**config.mk**
```make
export PLATFORM = sky130hd
export DESIGN_NAME = call_stack_cache
export DESIGN_NICKNAME = d
export VERILOG_FILES = /design/src/rtl/stk_pkg.sv /design/src/rtl/stk_ctrl.sv /design/src/rtl/stk_store.sv /design/src/rtl/call_stack_cache.sv
export SDC_FILE = /design/constraint.sdc
export NUM_CORES = 1
export LEC_CHECK = 0
export BUFFER_PORTS_ARGS = -buffer_cell sky130_fd_sc_hd__clkbuf_2
export CAP_MARGIN = 20
export CORE_MARGIN = 4
export CORE_UTILIZATION = 40
export DETAILED_ROUTE_END_ITERATION = 8
export GPL_TIMING_DRIVEN = 0
export PLACE_DENSITY = 0.52
export SYNTH_ARGS = -nofsm -noshare
export SYNTH_HDL_FRONTEND = slang
export SYNTH_SLANG_ARGS = --single-unit
```
**constraint.sdc**
```tcl
create_clock -name clk -period 8.4 [get_ports clk]
set_input_delay 1.68 -clock clk [delete_from_list [all_inputs] [get_ports clk]]
set_output_delay 1.68 -clock clk [all_outputs]
set_load 0.05 [all_outputs]
```
**src/rtl/stk_pkg.sv**
```systemverilog
package stk_pkg;
    // Decoded request for one cycle
    typedef enum logic [1:0] {
        OP_IDLE  = 2'd0,
        OP_PUSH  = 2'd1,
        OP_PULL  = 2'd2,
        OP_CLASH = 2'd3
    } stk_op_e;

    function automatic stk_op_e decode_op(input logic push, input logic pull);
        return stk_op_e'({pull, push});
    endfunction
endpackage

```
**src/rtl/stk_ctrl.sv**
```systemverilog
module stk_ctrl
    import stk_pkg::*;
#(
    parameter int DEPTH = 10,
    parameter int CNT_W = $clog2(DEPTH + 1)
) (
    input  logic             clk,
    input  logic             rst,
    input  logic             push,
    input  logic             pull,
    input  logic             ack,
    output logic             wr_en,
    output logic             rd_en,
    output logic             rd_zero,
    output logic [CNT_W-1:0] wr_idx,
    output logic [CNT_W-1:0] rd_idx,
    output logic [CNT_W-1:0] cnt,
    output logic             is_full,
    output logic             is_empty,
    output logic             irq,
    output logic             err
);
    localparam logic [CNT_W-1:0] TOP = CNT_W'(DEPTH);

    typedef struct packed {
        logic [CNT_W-1:0] cnt;
        logic             irq;
        logic             err;
    } ctrl_t;

    ctrl_t   st_d, st_q;
    stk_op_e op;
    logic    fault;

    always_comb begin
        op       = decode_op(push, pull);
        is_full  = (st_q.cnt == TOP);
        is_empty = (st_q.cnt == '0);
        wr_en    = (op == OP_PUSH) && !is_full;
        rd_en    = (op == OP_PULL) && !is_empty;
        rd_zero  = (op == OP_PULL) && is_empty;
        fault    = ((op == OP_PUSH) && is_full) || rd_zero;
        wr_idx   = st_q.cnt;
        rd_idx   = st_q.cnt - CNT_W'(1);

        st_d     = st_q;
        if (wr_en) st_d.cnt = st_q.cnt + CNT_W'(1);
        if (rd_en) st_d.cnt = st_q.cnt - CNT_W'(1);
        // acknowledge clears first, a fault in the same cycle re-posts
        st_d.irq = (st_q.irq && !ack) || fault;
        st_d.err = (op == OP_CLASH);
    end

    always_ff @(posedge clk) begin
        if (rst) st_q <= '0;
        else     st_q <= st_d;
    end

    assign cnt = st_q.cnt;
    assign irq = st_q.irq;
    assign err = st_q.err;
endmodule

```
**src/rtl/stk_store.sv**
```systemverilog
module stk_store #(
    parameter int DEPTH = 10,
    parameter int WIDTH = 16,
    parameter int CNT_W = $clog2(DEPTH + 1)
) (
    input  logic             clk,
    input  logic             rst,
    input  logic             wr_en,
    input  logic [CNT_W-1:0] wr_idx,
    input  logic [WIDTH-1:0] wr_data,
    input  logic             rd_en,
    input  logic             rd_zero,
    input  logic [CNT_W-1:0] rd_idx,
    output logic [WIDTH-1:0] rd_data
);
    logic [WIDTH-1:0] words [DEPTH];

    for (genvar g = 0; g < DEPTH; g++) begin : g_slot
        logic [WIDTH-1:0] word_d, word_q;
        always_comb begin
            word_d = word_q;
            if (wr_en && (wr_idx == CNT_W'(g))) word_d = wr_data;
        end
        always_ff @(posedge clk) begin
            word_q <= word_d;
        end
        assign words[g] = word_q;
    end

    logic [WIDTH-1:0] top_word;
    logic [WIDTH-1:0] dout_d, dout_q;

    always_comb begin
        top_word = '0;
        for (int i = 0; i < DEPTH; i++) begin
            if (rd_idx == CNT_W'(i)) top_word = words[i];
        end
        dout_d = dout_q;
        if (rd_en)        dout_d = top_word;
        else if (rd_zero) dout_d = '0;
    end

    always_ff @(posedge clk) begin
        if (rst) dout_q <= '0;
        else     dout_q <= dout_d;
    end

    assign rd_data = dout_q;
endmodule

```
**src/rtl/call_stack_cache.sv**
```systemverilog
module call_stack_cache #(
    parameter int DEPTH = 10,
    parameter int WIDTH = 16,
    parameter int CNT_W = $clog2(DEPTH + 1)
) (
    input  logic             clk,
    input  logic             rst,
    input  logic             push_req,
    input  logic             pull_req,
    input  logic [WIDTH-1:0] push_data,
    input  logic             fault_ack,
    output logic [WIDTH-1:0] pull_data,
    output logic [CNT_W-1:0] depth,
    output logic             full,
    output logic             empty,
    output logic             fault_irq,
    output logic             clash_err
);
    logic             wr_en, rd_en, rd_zero;
    logic [CNT_W-1:0] wr_idx, rd_idx;

    stk_ctrl #(.DEPTH(DEPTH), .CNT_W(CNT_W)) u_ctrl (
        .clk      (clk),
        .rst      (rst),
        .push     (push_req),
        .pull     (pull_req),
        .ack      (fault_ack),
        .wr_en    (wr_en),
        .rd_en    (rd_en),
        .rd_zero  (rd_zero),
        .wr_idx   (wr_idx),
        .rd_idx   (rd_idx),
        .cnt      (depth),
        .is_full  (full),
        .is_empty (empty),
        .irq      (fault_irq),
        .err      (clash_err)
    );

    stk_store #(.DEPTH(DEPTH), .WIDTH(WIDTH), .CNT_W(CNT_W)) u_store (
        .clk     (clk),
        .rst     (rst),
        .wr_en   (wr_en),
        .wr_idx  (wr_idx),
        .wr_data (push_data),
        .rd_en   (rd_en),
        .rd_zero (rd_zero),
        .rd_idx  (rd_idx),
        .rd_data (pull_data)
    );
endmodule

```
==> impl_metrics.csv <==
group,metric,value,unit
finish,area.growth.synth_to_final,15.98,%
power_and_ir_drop,peakVddDrop,0.0001473,V
yosys,synth_edf_count,160,
die,initial_core_util,40.83,%
die,pin_count,45,
worst_setup_path,critical_path_required,6720,ps
detailed_routing,vias,4764,
finish,nNetsFinal,624,
placement,routabilityCongestion,0.8281,
detailed_routing,drtPass1Iterations,5,
yosys,synth-seq-area-share,71.03,%
clock_network,cts_root_buffer,"clkbuf_16",
yosys,synth_area_leaders,"edfxtp_1 65%, dfxtp_1 6.0%, a221oi_1 2.5%, nand2_1 2.3%, a211o_1 1.9%",
detailed_routing,ant_nets,0,
yosys,synth_area,7385,sq um
clock_network,cts_hold_buf,0,
timing,tightest_slew,969.9,ps
worst_setup_path,crit_chain,"inv_1, ha_1, or3b_4, inv_2, clkbuf_2",
clock_network,numCtsBuffers,17,
detailed_routing,first_iter_violations,358,
clock_network,htree_num_levels,4,
timing,hold_viol_final,0,
detailed_routing,drcViolationCount,0,
clock_network,clockBufferDepth,2,
clock_network,clk_pin_slew,80,ps
placement,dp_hpwl,12670,microns
run,cap_violations,0,
finish,post_route_cells_drive_above_1_share,18.66,%
yosys,synth_top_area_share,65.06,%
detailed_routing,wl_per_cell,22.32,microns
yosys,yosys.cell_types.count,55,
finish,n_antenna_cell,0,
yosys,yosysWarnings,0,
outcome,outcome,"completed",
grt,grt_max_degree,19,
timing,skew,12.07,ps
power_and_ir_drop,p_total,0.002028,W
yosys,synthTopCellsByCount,"160 x edfxtp_1, 45 x nand2_1, 28 x nor2_1",
timing,relSlewSlack,35.34,%
timing,rsz0062_at_grt,"no",
grt,antenna_found_initial,0,
worst_setup_path,path_class,"register to output pin",
clock_network,cts_resized,0,
worst_setup_path,worstPathArrival,2010,ps
placement,io_buffers,44,
timing,min_period,3694,ps
power_and_ir_drop,cellPowerDensity,236.8,nW/um^2
grt,grt_use_total,18.86,%
worst_setup_path,max_stage_delay,430,ps
detailed_routing,via_per_inst,5.671,
yosys,async_flop_share,0,%
timing,timing.final.crit_share,43.97,%
timing,max_freq,0.2707,GHz
yosys,yosysMostFrequentCell,"edfxtp_1",
timing,fin_tns_setup,0,ps
yosys,synth_nets,554,
clock_network,cts_tree,"built",
die,core,18090,sq um
yosys,synth_area_per_cell,13.99,sq um
worst_setup_path,cpMaxStageDelayCell,"dfxtp_1",
worst_setup_path,critPathMaxFanout,10,
yosys,yosys.area.top_type,"edfxtp_1",
timing,finalSetupViolations,0,
die,die_x,143.9,microns
worst_setup_path,cp-end-kind,"output pin",
clock_network,clk_latency,430,ps
power_and_ir_drop,p_leak,2.843,nW
die,die_height,143.9,microns
timing,slew_violations,0,
min_path,hold_path.class,"register to register",
die,die_area,20700,sq um
clock_network,cts.sinks,182,
grt,grt_pass1_wl,28510,microns
grt,gr-total-overflow,0,
yosys,synth_ff_type,"edfxtp_1",
grt,grt_pass1_vias,4758,
yosys,ys_ff_latch,182,
die,num_rows,49,
yosys,synth_cells,528,
clock_network,cts_setup_buffers,0,
detailed_routing,routed_wl,18750,microns
worst_setup_path,start_kind,"register",
where the power goes:
group / internal [W] / switching [W]
Clock: 0.000391 / 0.000363
Sequential: 0.00100 / 0.00000977
Combinational: 0.0000768 / 0.000184
worst max-delay path: cells and delay by family, from the launching register on:
family	cells	cell delay [ps]
adder cells (fa/ha/maj)	1	190
flip-flops	1	430
buffers and inverters	3	560
AND/OR/NAND/NOR	1	420
cell families (layout without fill, tap and decap cells):
logic type	after synthesis	in the layout	synth area share (%)
AO/OA/AOI/OAI	153	153	15.79
flip-flops	182	182	71.03
AND/OR/NAND/NOR	142	142	9.488
XOR/XNOR	2	2	0.2373
buffers and inverters	44	127	2.609
adder cells (fa/ha/maj)	5	5	0.8472
layer usage:
metal / vias up / wire, microns / GRT usage (%) / share of wire, %
li1: 2226 / - / - / -
met1: 2402 / 8728 / 26.38 / 47
met2: 114 / 8969 / 30.18 / 48
met3: 22 / 804 / 3.295 / 4.3
met4: 0 / 246 / 5.847 / 1.3
met5: - / 0 / 0 / 0
final timing paths:
kind | cells past startpoint | end | slack, ps | start
worst max-delay path | 5 | empty | 4710 | u_ctrl.cnt[0]
worst min register to register | 2 | u_store.rd_data[13] | 450 | u_store.rd_data[13]
worst max register to register | 6 | u_store.g_slot[3].word_q[13] | 5270 | u_ctrl.cnt[1]
worst min-delay path | 2 | u_store.rd_data[13] | 450 | u_store.rd_data[13]
flip-flops by register name, summed over array words and instances, names as in the netlist:
signal / count
u_ctrl.err: 1
u_store.rd_data: 16
u_store.g_slot.word_q: 160
u_ctrl.cnt: 4
u_ctrl.irq: 1
cell usage in the layout, fill, tap and decap left out, drive strengths merged, types with 7 or more instances in the layout:
cell / Yosys / final
nor2b: 17 / 17
nand2: 45 / 45
o31ai: 12 / 12
nor2: 28 / 28
a21oi: 8 / 8
a22oi: 18 / 18
edfxtp: 160 / 160
buf: 14 / 21
nand2b: 7 / 7
nand3: 17 / 17
a221oi: 21 / 21
dfxtp: 22 / 22
o21a: 12 / 12
o221ai: 11 / 11
nor3: 7 / 7
o21ai: 16 / 16
clkbuf: 22 / 83
inv: 7 / 15
a211o: 16 / 16
a31oi: 12 / 12
o22ai: 14 / 14
cell type report:
type	count	area [sq um]
fill	1598	9522
sequential	182	5245
multi-input combinational	302	1972
clock buffer	17	425.4
timing repair buffer	51	306.5
tap	229	286.5
buffer	36	162.7
clock inverter	15	136.4
inverter	8	30.03
metrics by stage:
step	hold slack, ps	cell area (sq um)	util (%)	std cells	setup WS [ps]
after global placement	433.0	7891	43.63	801	3353
after CTS	459.9	8564	47.35	840	4691
after global routing	493.1	8564	47.35	840	4591
final	452.7	8564	47.35	840	4706
after detailed placement	442.2	8003	44.25	808	4421
after floorplan	454.7	7385	-	528	4503
Note: power is estimated with default switching activity, not from simulation.
